File: src/rtl/flash_cmd_pkg.sv
package flash_cmd_pkg;
  typedef enum logic [2:0] {
    M_READ, M_AUTOSEL, M_PROG, M_PHALT, M_PSUSP, M_ERASE, M_EHALT, M_ESUSP
  } mode_e;

  typedef enum logic [2:0] {
    C_NONE, C_EXIT, C_SUSP, C_RESUME, C_AUTOSEL, C_PROG, C_CHIP, C_SECT
  } cmd_e;

  localparam logic [7:0] D_UNLOCK1 = 8'hAA;
  localparam logic [7:0] D_UNLOCK2 = 8'h55;
  localparam logic [7:0] D_SETUP   = 8'h80;
  localparam logic [7:0] D_IDENT   = 8'h90;
  localparam logic [7:0] D_PROG    = 8'hA0;
  localparam logic [7:0] D_CHIP    = 8'h10;
  localparam logic [7:0] D_SECT    = 8'h30;
  localparam logic [7:0] D_RESUME  = 8'h30;
  localparam logic [7:0] D_SUSP    = 8'hB0;
  localparam logic [7:0] D_EXIT    = 8'hF0;

  localparam logic [10:0] A_FIRST  = 11'h555;
  localparam logic [10:0] A_SECOND = 11'h2AA;

  function automatic logic is_busy(mode_e m);
    return (m == M_PROG) || (m == M_PHALT) || (m == M_ERASE) || (m == M_EHALT);
  endfunction
endpackage

File: src/rtl/fc_seq_decoder.sv
module fc_seq_decoder
  import flash_cmd_pkg::*;
#(
  parameter int OFS_W = 12
) (
  input  logic             clk,
  input  logic             rst_n,
  input  logic             wr_en,
  input  logic             busy,
  input  logic [OFS_W-1:0] ofs,
  input  logic [7:0]       wdata,
  output cmd_e             cmd
);
  typedef enum logic [2:0] {S_IDLE, S_U1, S_U2, S_E1, S_E2, S_E3, S_PGM} step_e;

  step_e step, step_n;
  logic  at_first, at_second;

  assign at_first  = (ofs == OFS_W'(A_FIRST));
  assign at_second = (ofs == OFS_W'(A_SECOND));

  always_comb begin
    cmd    = C_NONE;
    step_n = step;
    if (busy) begin
      step_n = S_IDLE;
      if (wr_en && wdata == D_SUSP) cmd = C_SUSP;
    end else if (wr_en) begin
      step_n = S_IDLE;
      unique case (step)
        S_IDLE: begin
          if (at_first && wdata == D_UNLOCK1) step_n = S_U1;
          else if (wdata == D_EXIT)           cmd = C_EXIT;
          else if (wdata == D_SUSP)           cmd = C_SUSP;
          else if (wdata == D_RESUME)         cmd = C_RESUME;
        end
        S_U1: if (at_second && wdata == D_UNLOCK2) step_n = S_U2;
        S_U2: begin
          if (at_first && wdata == D_SETUP)      step_n = S_E1;
          else if (at_first && wdata == D_PROG)  step_n = S_PGM;
          else if (at_first && wdata == D_IDENT) cmd = C_AUTOSEL;
        end
        S_E1: if (at_first && wdata == D_UNLOCK1)  step_n = S_E2;
        S_E2: if (at_second && wdata == D_UNLOCK2) step_n = S_E3;
        S_E3: begin
          if (at_first && wdata == D_CHIP) cmd = C_CHIP;
          else if (wdata == D_SECT)        cmd = C_SECT;
        end
        S_PGM: cmd = C_PROG;
        default: ;
      endcase
    end
  end

  always_ff @(posedge clk or negedge rst_n)
    if (!rst_n) step <= S_IDLE;
    else        step <= step_n;
endmodule

File: src/rtl/fc_halt_timer.sv
module fc_halt_timer #(
  parameter int SUSP_LAT = 600
) (
  input  logic clk,
  input  logic rst_n,
  input  logic run,
  output logic expired
);
  localparam int CW = $clog2(SUSP_LAT + 1);

  logic [CW-1:0] cnt;

  assign expired = run && (cnt == CW'(SUSP_LAT - 1));

  always_ff @(posedge clk or negedge rst_n)
    if (!rst_n)       cnt <= '0;
    else if (!run)    cnt <= '0;
    else if (!expired) cnt <= cnt + 1'b1;
endmodule

File: src/rtl/fc_read_mux.sv
module fc_read_mux
  import flash_cmd_pkg::*;
#(
  parameter int          SECT_W = 4,
  parameter logic [7:0]  MFR_ID = 8'h3E,
  parameter logic [7:0]  DEV_ID = 8'h7A
) (
  input  logic              clk,
  input  logic              rst_n,
  input  logic              rd_en,
  input  mode_e             st,
  input  logic              nest,
  input  logic [SECT_W-1:0] sect,
  input  logic [1:0]        id_sel,
  input  logic [SECT_W-1:0] psect,
  input  logic [SECT_W-1:0] esect,
  input  logic              pd7,
  input  logic [7:0]        arr_data,
  output logic [7:0]        rdata
);
  logic q6, q2, q7, blocked, stat_sel, erase_live;
  logic [7:0] id_byte;

  assign erase_live = (st == M_ERASE) || (st == M_EHALT) || (st == M_ESUSP) ||
                      (nest && ((st == M_PROG) || (st == M_PHALT) || (st == M_PSUSP)));
  assign blocked = ((st == M_PSUSP) && ((sect == psect) || (nest && sect == esect))) ||
                   ((st == M_ESUSP) && (sect == esect));
  assign stat_sel = is_busy(st) || blocked;

  always_comb begin
    if ((st == M_PROG) || (st == M_PHALT))        q7 = ~pd7;
    else if ((st == M_ERASE) || (st == M_EHALT)) q7 = 1'b0;
    else                                         q7 = 1'b1;
    unique case (id_sel)
      2'b00:   id_byte = MFR_ID;
      2'b01:   id_byte = DEV_ID;
      default: id_byte = 8'h00;
    endcase
    if (st == M_AUTOSEL) rdata = id_byte;
    else if (stat_sel)   rdata = {q7, q6, 3'b000, q2, 2'b00};
    else                 rdata = arr_data;
  end

  always_ff @(posedge clk or negedge rst_n)
    if (!rst_n) begin
      q6 <= 1'b0;
      q2 <= 1'b0;
    end else if (rd_en && stat_sel && st != M_AUTOSEL) begin
      if (is_busy(st)) q6 <= ~q6;
      if (erase_live)  q2 <= ~q2;
    end
endmodule

File: src/rtl/flash_cmd_fsm.sv
module flash_cmd_fsm
  import flash_cmd_pkg::*;
#(
  parameter int         ADDR_W   = 16,
  parameter int         SECT_W   = 4,
  parameter int         SUSP_LAT = 600,
  parameter logic [7:0] MFR_ID   = 8'h3E,
  parameter logic [7:0] DEV_ID   = 8'h7A
) (
  input  logic              clk,
  input  logic              rst_n,
  input  logic              wr_en,
  input  logic              rd_en,
  input  logic [ADDR_W-1:0] addr,
  input  logic [7:0]        wdata,
  input  logic              done,
  input  logic [7:0]        arr_data,
  output logic [2:0]        mode,
  output logic              ready,
  output logic [7:0]        rdata
);
  localparam int OFS_W = ADDR_W - SECT_W;

  mode_e st, st_n, ret_st, ret_n;
  cmd_e  cmd;
  logic  nest, nest_n, pd7, pd7_n, chip, chip_n, halt_done;
  logic [SECT_W-1:0] psect, psect_n, esect, esect_n, sect_in;

  assign sect_in = addr[ADDR_W-1 -: SECT_W];
  assign mode    = st;
  assign ready   = !is_busy(st);

  fc_seq_decoder #(.OFS_W(OFS_W)) u_dec (
    .clk(clk), .rst_n(rst_n), .wr_en(wr_en), .busy(is_busy(st)),
    .ofs(addr[OFS_W-1:0]), .wdata(wdata), .cmd(cmd)
  );

  fc_halt_timer #(.SUSP_LAT(SUSP_LAT)) u_halt (
    .clk(clk), .rst_n(rst_n), .run((st == M_PHALT) || (st == M_EHALT)),
    .expired(halt_done)
  );

  fc_read_mux #(.SECT_W(SECT_W), .MFR_ID(MFR_ID), .DEV_ID(DEV_ID)) u_rd (
    .clk(clk), .rst_n(rst_n), .rd_en(rd_en), .st(st), .nest(nest),
    .sect(sect_in), .id_sel(addr[2:1]), .psect(psect), .esect(esect),
    .pd7(pd7), .arr_data(arr_data), .rdata(rdata)
  );

  always_comb begin
    st_n = st; ret_n = ret_st; nest_n = nest; pd7_n = pd7;
    chip_n = chip; psect_n = psect; esect_n = esect;
    unique case (st)
      M_READ: begin
        if (cmd == C_AUTOSEL) begin
          st_n = M_AUTOSEL; ret_n = M_READ;
        end else if (cmd == C_PROG) begin
          st_n = M_PROG; psect_n = sect_in; pd7_n = wdata[7];
        end else if (cmd == C_CHIP) begin
          st_n = M_ERASE; chip_n = 1'b1; esect_n = '0;
        end else if (cmd == C_SECT) begin
          st_n = M_ERASE; chip_n = 1'b0; esect_n = sect_in;
        end
      end
      M_AUTOSEL: if (cmd == C_EXIT) st_n = ret_st;
      M_PROG: begin
        if (done) begin
          st_n = nest ? M_ESUSP : M_READ; nest_n = 1'b0;
        end else if (cmd == C_SUSP) st_n = M_PHALT;
      end
      M_PHALT: if (halt_done) st_n = M_PSUSP;
      M_PSUSP: begin
        if (cmd == C_RESUME) st_n = M_PROG;
        else if (cmd == C_AUTOSEL) begin
          st_n = M_AUTOSEL; ret_n = M_PSUSP;
        end
      end
      M_ERASE: begin
        if (done) begin
          st_n = M_READ; esect_n = '0; chip_n = 1'b0;
        end else if (cmd == C_SUSP && !chip) st_n = M_EHALT;
      end
      M_EHALT: if (halt_done) st_n = M_ESUSP;
      M_ESUSP: begin
        if (cmd == C_RESUME) st_n = M_ERASE;
        else if (cmd == C_AUTOSEL) begin
          st_n = M_AUTOSEL; ret_n = M_ESUSP;
        end else if (cmd == C_PROG) begin
          st_n = M_PROG; nest_n = 1'b1; psect_n = sect_in; pd7_n = wdata[7];
        end
      end
      default: st_n = M_READ;
    endcase
  end

  always_ff @(posedge clk or negedge rst_n)
    if (!rst_n) begin
      st <= M_READ; ret_st <= M_READ; nest <= 1'b0; pd7 <= 1'b0;
      chip <= 1'b0; psect <= '0; esect <= '0;
    end else begin
      st <= st_n; ret_st <= ret_n; nest <= nest_n; pd7 <= pd7_n;
      chip <= chip_n; psect <= psect_n; esect <= esect_n;
    end
endmodule

File: config.mk
export PLATFORM = sky130hd
export DESIGN_NAME = flash_cmd_fsm
export DESIGN_NICKNAME = d
export VERILOG_FILES = /design/src/rtl/flash_cmd_pkg.sv /design/src/rtl/fc_seq_decoder.sv /design/src/rtl/fc_halt_timer.sv /design/src/rtl/fc_read_mux.sv /design/src/rtl/flash_cmd_fsm.sv
export SDC_FILE = /design/constraint.sdc
export NUM_CORES = 1
export LEC_CHECK = 0
export BUFFER_PORTS_ARGS = -buffer_cell sky130_fd_sc_hd__buf_2
export CORE_AREA = 3 3 80 82
export CTS_BUF_LIST = sky130_fd_sc_hd__clkbuf_16
export DETAILED_ROUTE_END_ITERATION = 12
export DIE_AREA = 0 0 83 85
export GPL_ROUTABILITY_DRIVEN = 0
export HOLD_SLACK_MARGIN = 0.12
export PLACE_DENSITY = 0.68
export SETUP_SLACK_MARGIN = 0.4
export SYNTH_ARGS = -nofsm -noshare
export SYNTH_HDL_FRONTEND = slang
export SYNTH_SLANG_ARGS = --single-unit
File: constraint.sdc
create_clock -name clk -period 3.7 [get_ports clk]
set_input_delay 0.555 -clock clk [delete_from_list [all_inputs] [get_ports clk]]
set_output_delay 0.555 -clock clk [all_outputs]
set_load 0.02 [all_outputs]
==> results.md, run 1 <==
* DRT Pass-1 Iters at 4
* Post-synth EDFFs at 0
* Switching share of power at 41.6%
* HPWL after DPL at 4.23 mm
* Iteration-0 DRC count of the detailed router at 105
* IR drop worst, VDD at 355 µV
* CTS buffer count at 5
* Antenna-violating nets left at 0
* Fraction of the mapped netlist area in adder cells at 0.552%
* Initial antenna violation count at 0
* N_diodes at 0
* Clock slew at reported path FFs at 50 ps
* Clk Latency, worst-skew pair at 270 ps
* Synthesis-to-layout area growth at 22.0%
* Post-synthesis sequential area ratio at 34.2%
* Starting density of the core at 39.0%
* Largest net degree at the start of global routing at 32
* Share of synthesized registers carrying an async set or reset at 100%
* Post-synthesis simple-gate area fraction at 30.0%
* Top_reg_cell synth: dfrtp_1
* Core ar. at 5820 µm²
* Crit-path slowest cell: or4_4
* Fmax at 0.315 GHz
* Wire per inst at 13.8 µm
* Vias in the first global route at 2102
* Clock Power Share at 25.9%
* Comb pwr share at 47.9%
* Final Slew Violations at 0
* Vias per cell at 5.50
* GR Util met1 at 19.3%
* Multiplexer share of the synthesized area at 5.36%
* Most used cell, CP: or4_4
* Largest family of logic cells by synthesized area: simple AND/OR/NAND/NOR gates
* Synthesized area per cell at 8.36 µm²
* Clk sinks at 31
* Final core utilization at 47.5%
* Synth Net Count at 309
* Crit-path cells: or2_1 > or4_4 > mux2_4 > or4_4 > a21boi_4 > a311o_1 > a211oi_1 > a21oi_1
* Crit. End Element: flop
* Pint at 0.00102 W
* CTS root buffer: clkbuf_16
* Final Net Count at 358
* CTS max path bufs at 2
* GRT Total Usage at 16.1%
* Critical Path RT at 3850 ps
* Post-synth top area share at 34.2%
* Synthesized area at 2270 µm²
* First-pass GRT wire length at 9.32 mm
* Die area at 7060 µm²
* Xor-xnor portion of the synthesized cell area at 7.34%
* DRC errors left at 0
* Setup_tns at 0 ps
* Crit Path Class: flop to flop
* Post-Syn Instances at 271
* Post-CTS setup buffers at 0
* Most frequent cell after synthesis: nor2_1
* Final Hold Slack at 332 ps
* CTS HTree Levels at 2
* Hold Path Class: primary input to asynchronous set/reset pin
* I/O Buffers at 48
* Tightest Pin Transition at 716 ps
* Yosys warnings at 0
* Final setup viols at 0
* Routed wire length at 5.48 mm
* DP Area at 2600 µm²
* P_sw at 0.000727 W
* Number of synthesized register bits at 31
* Dominant cells by area after synthesis: dfrtp_1, nor2_1, nand2_1
* Die Y at 85 µm
* Resize count post-CTS at 0
* Grt met2 use at 27.4%
* Pre-CTS setup slack at 269 ps
* Reg power frac at 26.1%
* Max-Cap Viols at 0
* Die X at 83 µm
* Slowest cell delay on critical path at 570 ps
* Met3 Track Usage GR at 3.50%
* Worst rel slew slack at 52.3%
* Fin crit share at 85.9%
* RSZ-0062 raised after global routing: false
* Hold Buf Count CTS at 0
* Detailed-route via count at 2178
* Post-route minimum period at 3180 ps
* Power Dens Cells at 632 nW/µm²
* I/O Pins at 49
* Worst Setup Start Kind: flop
* Final instance area at 2760 µm²
* Leakage at 1.22 nW
* Top Usage Layer GRT: met2
* Post-synthesis compound-gate area fraction at 19.4%
* GRT overflow at 0
* CP arrival at 3320 ps
* Synth top cells by count: nor2_1, dfrtp_1, nand2_1
* CTS tree: done
* Final setup margin at 522 ps
* Final Hold Viols at 0
* Setup Skew at 6.49 ps
* Cell variety after synth at 53
* Status: completed
* Top fanout value on the critical path at 8
* Post-synth top area cell: dfrtp_1
* Layout cell share with drive strength beyond 1 at 23.4%
* Row cnt at 28
[stage by stage]
| step | instances | total power [W] |
|---|---|---|
| after global placement | 388 | 0.00129 |
| final | 396 | 0.00175 |
| after detailed placement | 388 | 0.00130 |
| after CTS | 396 | 0.00176 |
| after global routing | 396 | 0.00188 |
| after floorplan | 271 | 0.00105 |
[power by group through the flow]
stage / clock network, W / registers [W] / logic, W
after global routing: 0.000483 / 0.000468 / 0.000931
after CTS: 0.000465 / 0.000456 / 0.000841
after global placement: 0 / 0.000460 / 0.000834
after floorplan: 0 / 0.000455 / 0.000599
final: 0.000453 / 0.000457 / 0.000837
after detailed placement: 0 / 0.000461 / 0.000838
[logic make-up (layout without fill, tap and decap cells)]
logic type | count (synthesis) | count (layout)
fa+ha+maj | 1 | 1
simple gates | 126 | 126
flops | 31 | 31
xor+xnor | 19 | 19
compound gates | 64 | 64
buf+inv | 19 | 69
mux | 11 | 11
[sequential cells by signal (all words and copies together), names as in the netlist]
signal,cells
chip,1
mode,3
u_dec.step,3
esect,4
u_rd.q2,1
pd7,1
u_halt.cnt,10
psect,4
u_rd.q6,1
ret_st,2
nest,1
[worst max-delay path: cells and delay by family (launching register included)]
| kind | cells | cell delay (ps) |
|---|---|---|
| AO/OA/AOI/OAI | 4 | 840 |
| flip-flops | 1 | 450 |
| multiplexers | 1 | 300 |
| AND/OR/NAND/NOR | 3 | 1460 |
[placed cells by master, fill, tap and decap left out, drive strengths merged, types with 3 or more instances in the layout]
master / netlist / layout
or4b: 3 / 3
mux2: 6 / 6
a31oi: 3 / 3
nand4b: 3 / 3
and2: 6 / 6
a311oi: 3 / 3
mux2i: 5 / 5
a21o: 4 / 4
buf: 0 / 54
dfrtp: 31 / 31
inv: 7 / 7
nor2: 36 / 36
a211oi: 4 / 4
nand3: 7 / 7
nand2: 26 / 26
xor2: 10 / 10
nor3: 10 / 10
a22o: 4 / 4
clkbuf: 12 / 5
xnor2: 9 / 9
a21oi: 15 / 15
o21ai: 16 / 16
nor4: 4 / 4
nand4: 8 / 8
[area by class of cell]
class | count | area [µm²]
fillers | 592 | 3050
multi-input cells | 221 | 1420
flip-flops and latches | 31 | 776
repair buffers | 54 | 285
clock buffers | 5 | 125
well taps | 75 | 93.8
clock inverters | 3 | 38.8
inverters | 7 | 26.3
[worst paths after layout]
path | start | depth (start not counted) | endpoint | slack [ps]
setup / recovery | u_dec.step[0] | 8 | mode[2] | 520
hold / removal | rst_n | 1 | u_dec.step[2] | 330
setup reg to reg | u_dec.step[0] | 8 | mode[2] | 520
hold reg to reg | u_rd.q2 | 1 | u_rd.q2 | 480
max in group asynchronous | rst_n | 1 | mode[1] | 2890
min in group clk | u_rd.q2 | 1 | u_rd.q2 | 480
[routing by layer]
metal | share of wire, % | routed length, µm
met1 | 46 | 2530
met2 | 46 | 2500
met3 | 5.7 | 310
met4 | 2.7 | 147
met5 | 0 | 0
(Power assumes the default switching activity.)
==> run 2: changes to the inputs <==
--- a/config.mk
+++ b/config.mk
@@ -5,11 +5,12 @@
 export SDC_FILE = /design/constraint.sdc
 export NUM_CORES = 1
 export LEC_CHECK = 0
+export ABC_AREA = 1
 export BUFFER_PORTS_ARGS = -buffer_cell sky130_fd_sc_hd__buf_2
-export CORE_AREA = 3 3 80 82
+export CORE_AREA = 3 3 83 85
 export CTS_BUF_LIST = sky130_fd_sc_hd__clkbuf_16
 export DETAILED_ROUTE_END_ITERATION = 12
-export DIE_AREA = 0 0 83 85
+export DIE_AREA = 0 0 86 88
 export GPL_ROUTABILITY_DRIVEN = 0
 export HOLD_SLACK_MARGIN = 0.12
 export PLACE_DENSITY = 0.68
==> run 2 against run 1 <==
Synthesized cell count increased by 34%. Total power decreased by 50%. Fmax increased by 8.7%. Setup slack improved by 260 ps. Worst hold slack got worse by 11 ps. Critical endpoint is now rdata[6]. Largest cell class unchanged. Highest routed layer unchanged.
==> results.md, run 2 <==
* Largest regs: u_halt.cnt (10), esect (4), psect (4)
* Post-synth EDFFs at 0
* Yosys warnings at 0
* Largest register FFs at 10
* Most frequent cells in the layout: nand2_1, inv_1, buf_2, nor2_1
* Die Y at 88 µm
* DRT Pass-1 Iters at 4
* Post-Syn Instances at 364
* Setup Skew at 2.67 ps
* First-pass GRT wire length at 10.4 mm
* Largest net degree at the start of global routing at 32
* N_diodes at 0
* Filler cells at 629
* Die X at 86 µm
* Clk Latency, worst-skew pair at 270 ps
* Max-Cap Viols at 0
* Commonest non-fill, non-tap cell in the layout: nand2_1
* Placed cells at 487
* Status: completed
* Vias per cell at 4.97
* Post-synth top area cell: dfrtp_1
* GRT overflow at 0
* CTS tree: done
* Top fanout value on the critical path at 11
* Leakage at 1.48 nW
* Number of synthesized register bits at 31
* Cell variety after synth at 36
* Synth top cells by count: nand2_1, inv_1, nor2_1
* Die area at 7570 µm²
* DRC errors left at 0
* CTS buffer count at 5
* GRT Total Usage at 17.2%
* CP arrival at 2370 ps
* Worst Setup Start Kind: flop
* IR drop worst, VDD at 181 µV
* Routed wire length at 5.87 mm
* Worst R2R Start: mode[2]
* P_sw at 0.000194 W
* Vias in the first global route at 2372
* Critical Path RT at 3140 ps
* Crit. End Element: primary output
* Power Dens Cells at 298 nW/µm²
* RSZ-0062 raised after global routing: false
* Share of synthesized registers carrying an async set or reset at 100%
* Top_reg_cell synth: dfrtp_1
* Reg power frac at 38.6%
* Pint at 0.000686 W
* Final cell count without fillers at 495
* Post-CTS setup buffers at 0
* Fin crit share at 79.0%
* Final Slew Violations at 0
* Synthesized area per cell at 6.76 µm²
* Initial antenna violation count at 0
* Wire per inst at 11.9 µm
* CTS HTree Levels at 2
* Layout cell share with drive strength beyond 1 at 21.3%
* Worst rel slew slack at 54.0%
* Post-route minimum period at 2920 ps
* Comb pwr share at 8.4%
* HPWL after DPL at 4.75 mm
* Critical path startpoint: mode[2]
* Antenna-violating nets left at 0
* Crit Path Class: flop to primary output
* Setup_tns at 0 ps
* Switching share of power at 22.1%
* Starting density of the core at 39.2%
* Core ar. at 6280 µm²
* Final Net Count at 455
* Final setup viols at 0
* Post-synthesis sequential area ratio at 31.5%
* Synth Net Count at 402
* Largest Register: u_halt.cnt
* Detailed-route via count at 2462
* Clock Power Share at 52.9%
* Final Hold Viols at 0
* Hold Path Class: primary input to asynchronous set/reset pin
* Fmax at 0.342 GHz
* Post-synth top area share at 31.5%
* I/O Buffers at 48
* Iteration-0 DRC count of the detailed router at 156
* Tightest Pin Transition at 690 ps
* Hold Buf Count CTS at 0
* Dominant cells by area after synthesis: dfrtp_1, nand2_1, inv_1
* I/O Pins at 49
* Synthesized area at 2460 µm²
* CTS root buffer: clkbuf_16
* Clk sinks at 31
* Synthesis-to-layout area growth at 20.2%
* Row cnt at 29
* Clock slew at reported path FFs at 50 ps
* CTS max path bufs at 2
* Most frequent cell after synthesis: nand2_1
==> run 2: cell types whose count changed after synthesis, sizes merged, moves of 10 or more <==
cell and change:
o21ai +14, nand2 +64, nor2 +16, clkbuf -10, inv +54, nand3 +30
==> run 2: worst paths after layout <==
path | to | slack, ps | cells past startpoint
worst max-delay path | rdata[6] | 780 | 8
worst min register to register | chip | 490 | 2
worst max register to register | esect[1] | 1530 | 11
worst min-delay path | u_halt.cnt[6] | 320 | 1
min in group clk | chip | 490 | 2
max in group asynchronous | u_rd.q2 | 2930 | 1
==> run 2: through the flow <==
step | instance area, µm² | hold slack (ps) | worst slack (ps) | utilization (%) | total power [W]
final | 2960 | 321 | 778 | 47.1 | 0.000880
after global routing | 2960 | 377 | 528 | 47.1 | 0.000922
after CTS | 2960 | 349 | 510 | 47.1 | 0.000891
after detailed placement | 2790 | 473 | 816 | 44.4 | 0.000421
after global placement | 2790 | 464 | 887 | 44.4 | 0.000420
after floorplan | 2460 | 259 | 1120 | - | 0.000380
==> run 2: kinds of logic after synthesis <==
family,after synthesis,synth area share (%)
simple gates,203,40.5
xor+xnor,13,4.63
compound gates,53,13.3
buf+inv,63,9.61
fa+ha+maj,1,0.508
flops,31,31.5
==> run 2: cell type report <==
| cell class | instances | area [µm²] | area share (%) |
|---|---|---|---|
| Sequential cell | 31 | 776 | 26.2 |
| Inverter | 61 | 229 | 7.74 |
| Tap cell | 77 | 96.3 | 3.26 |
| Clock buffer | 5 | 125 | 4.23 |
| Clock inverter | 3 | 43.8 | 1.48 |
| Multi-Input combinational cell | 270 | 1450 | 49.0 |
| Timing Repair Buffer | 48 | 240 | 8.12 |
==> run 2: power by group through the flow <==
stage	Sequential (W)	Combinational [W]	Clock, W
2_1_floorplan	0.000346	0.0000339	0
3_3_place_gp	0.000346	0.0000736	0
3_5_place_dp	0.000346	0.0000750	0
4_1_cts	0.000340	0.0000753	0.000476
5_1_grt	0.000340	0.0000855	0.000496
6_report	0.000340	0.0000740	0.000466
==> run 2: layer usage <==
layer  global-route usage, %  vias up  wire length, µm
met1                    21.7     1093             2700
li1                        -     1287                -
met4                    6.19        0               73
met5                       0        -                0
met3                    3.48        6              343
met2                    29.2       76             2760
==> run 2: what timing repair did <==
| item | 4_1_cts | 5_1_grt |
|---|---|---|
| setup endpoints to repair | 0 | 5 |
| gates resized for setup | 0 | 1 |
| hold endpoints to repair | 0 | 0 |
==> run 2: worst max-delay path, cell delays in order (launching register included) <==
cell     delay [ps]
dfrtp_1         460
inv_1           150
nor2_1          300
inv_1           130
o21ai_1         540
a21oi_1         140
o21ai_0         100
o21ai_0         110
buf_2           170
==> run 3: changes to the inputs <==
==> constraint.sdc (replaced) <==
create_clock -name clk -period 2.8 [get_ports clk]
set_input_delay 0.42 -clock clk [delete_from_list [all_inputs] [get_ports clk]]
set_output_delay 0.42 -clock clk [all_outputs]
set_load 0.02 [all_outputs]
==> run 3 against run 2 <==
Combinational power rose by 45%. Global-route usage rose by 0.12 points. Sequential cell count did not move. Sequential share of layout area fell by 1.5 points. Clock power rose by 32%. Critical path depth rose by 4. Clock skew rose by 1.5 ps. Worst hold slack got worse by 140 ps. First-iteration DRC count fell by 47%. Total power rose by 33%. Cell area rose by 6.5%. Critical path type unchanged. Highest routed layer unchanged.
==> results.md, run 3 (synthesized netlist as in run 2, its figures left out) <==
* Largest register FFs at 10
* CTS HTree Levels at 2
* DRC errors left at 0
* Clock slew at reported path FFs at 50 ps
* Filler cells at 625
* Crit Path Class: flop to primary output
* Leakage at 1.56 nW
* Clk Latency, worst-skew pair at 280 ps
* Clk sinks at 31
* Antenna-violating nets left at 0
* CTS buffer count at 5
* Fmax at 0.417 GHz
* First-pass GRT wire length at 10.7 mm
* CTS tree: done
* Post-route minimum period at 2400 ps
* Slowest cell delay on critical path at 460 ps
* Worst rel slew slack at 54.9%
* Crit-path cells: nand2_2 > inv_1 > nand2_2 > nand2_4 > nor2_8 > inv_6 > a21oi_4 > o21ai_4 > a21oi_2 > o21ai_1 > o21ai_1 > buf_4
* I/O Pins at 49
* Largest Register: u_halt.cnt
* Setup Skew at 4.17 ps
* DRT Pass-1 Iters at 4
* Pint at 0.000912 W
* Tightest Pin Transition at 677 ps
* Routed wire length at 6.10 mm
* Crit-path slowest cell: dfrtp_2
* Final Net Count at 467
* Comb pwr share at 9.2%
* Most frequent cells in the layout: nand2_1, inv_1, buf_2, nor2_1, nand3_1
* Final Hold Viols at 0
* Final Power at 0.00117 W
* Iteration-0 DRC count of the detailed router at 83
* Final setup viols at 0
* Synthesis-to-layout area growth at 28.0%
* Vias in the first global route at 2470
* Detailed-route via count at 2501
* Critical Path RT at 2380 ps
* Commonest non-fill, non-tap cell in the layout: nand2_1
* P_sw at 0.000258 W
* Row cnt at 29
* GRT Total Usage at 17.3%
* Layout cell share with drive strength beyond 1 at 28.1%
* GRT overflow at 0
* Hold Path Class: primary input to asynchronous set/reset pin
* Power Dens Cells at 371 nW/µm²
* Fin crit share at 85.6%
* HPWL after DPL at 4.65 mm
* Setup_tns at 0 ps
* Vias per cell at 4.93
* Switching share of power at 22.0%
* Reg power frac at 38.4%
* Clock Power Share at 52.4%
* Top delay family on crit path: compound AO/OA/AOI/OAI gates
* Worst Setup Start Kind: flop
* Core ar. at 6280 µm²
* RSZ-0062 raised after global routing: true
* Die Y at 88 µm
* CP arrival at 1980 ps
* Crit. End Element: primary output
* Max-Cap Viols at 0
* Largest net degree at the start of global routing at 32
* Final Slew Violations at 0
* CTS max path bufs at 2
* Largest regs: u_halt.cnt (10), esect (4), psect (4)
* Status: completed
* Initial antenna violation count at 0
* Starting density of the core at 39.2%
* IR drop worst, VDD at 316 µV
* N_diodes at 0
* Wire per inst at 12.0 µm
* Top fanout value on the critical path at 7
* CTS root buffer: clkbuf_16
* Final Hold Slack at 181 ps
* Die X at 86 µm
* Hold Buf Count CTS at 0
* Buf/Inv on CP at 3
* I/O Buffers at 48
* Die area at 7570 µm²
==> run 3: layer usage <==
metal  wire [µm]  global-route usage [%]
met1        2870                    22.5
met2        2860                    28.4
met3         245                    3.10
met4         125                    7.19
met5           0                       0
==> run 3: worst reg2reg max path, stage by stage, from the launching register on <==
cell     delay, ps
dfrtp_2        460
nand2_2         90
inv_1           50
nand2_2         80
nand2_4         70
nor2_8         150
buf_4          130
nand4_1        160
nand2_4        170
nand3_1        130
inv_1          150
nor2_1          80
nor2_2         150
nand2_2         80
nand2_1         60
nand2_1         50
==> run 3: final timing paths <==
path | from | end | slack (ps) | cells after the start
max in group asynchronous | rst_n | mode[0] | 2140 | 1
min reg2reg | pd7 | pd7 | 480 | 2
max reg2reg | mode[1] | mode[0] | 620 | 15
min | rst_n | u_halt.cnt[6] | 180 | 1
max | mode[1] | rdata[2] | 400 | 12
min in group clk | addr[14] | esect[2] | 450 | 3
==> run 3: metrics by stage <==
stage / instance area, µm² / util (%) / setup WS, ps / instances
6_report: 3150 / 50.2 / 402 / 507
2_1_floorplan: 2460 / - / 358 / 364
3_5_place_dp: 2810 / 44.8 / 214 / 490
4_1_cts: 3040 / 48.5 / 406 / 503
5_1_grt: 3150 / 50.2 / 289 / 507
3_3_place_gp: 2810 / 44.8 / 304 / 490
==> run 3: cell type report <==
cell class / count / area [µm²] / area share [%]
well taps: 77 / 96.3 / 3.06
clock inverters: 3 / 43.8 / 1.39
clock buffers: 5 / 125 / 3.97
flip-flops and latches: 31 / 779 / 24.7
inverters: 61 / 234 / 7.43
repair buffers: 60 / 354 / 11.2
multi-input cells: 270 / 1520 / 48.2
==> run 3: repair_timing <==
action / CTS / global route
resized for setup: 12 / 32
pin swaps: 1 / 8
setup buffers: 5 / 4
endpoints found under the hold margin: 0 / 0
setup endpoints to repair: 8 / 11
==> run 3: power by group through the flow <==
stage / Combinational [W] / Clock [W] / Sequential (W)
final: 0.000107 / 0.000613 / 0.000450
after global routing: 0.000121 / 0.000652 / 0.000449
after CTS: 0.0000998 / 0.000630 / 0.000449
after detailed placement: 0.0000989 / 0 / 0.000457
after global placement: 0.0000978 / 0 / 0.000457
after floorplan: 0.0000447 / 0 / 0.000457
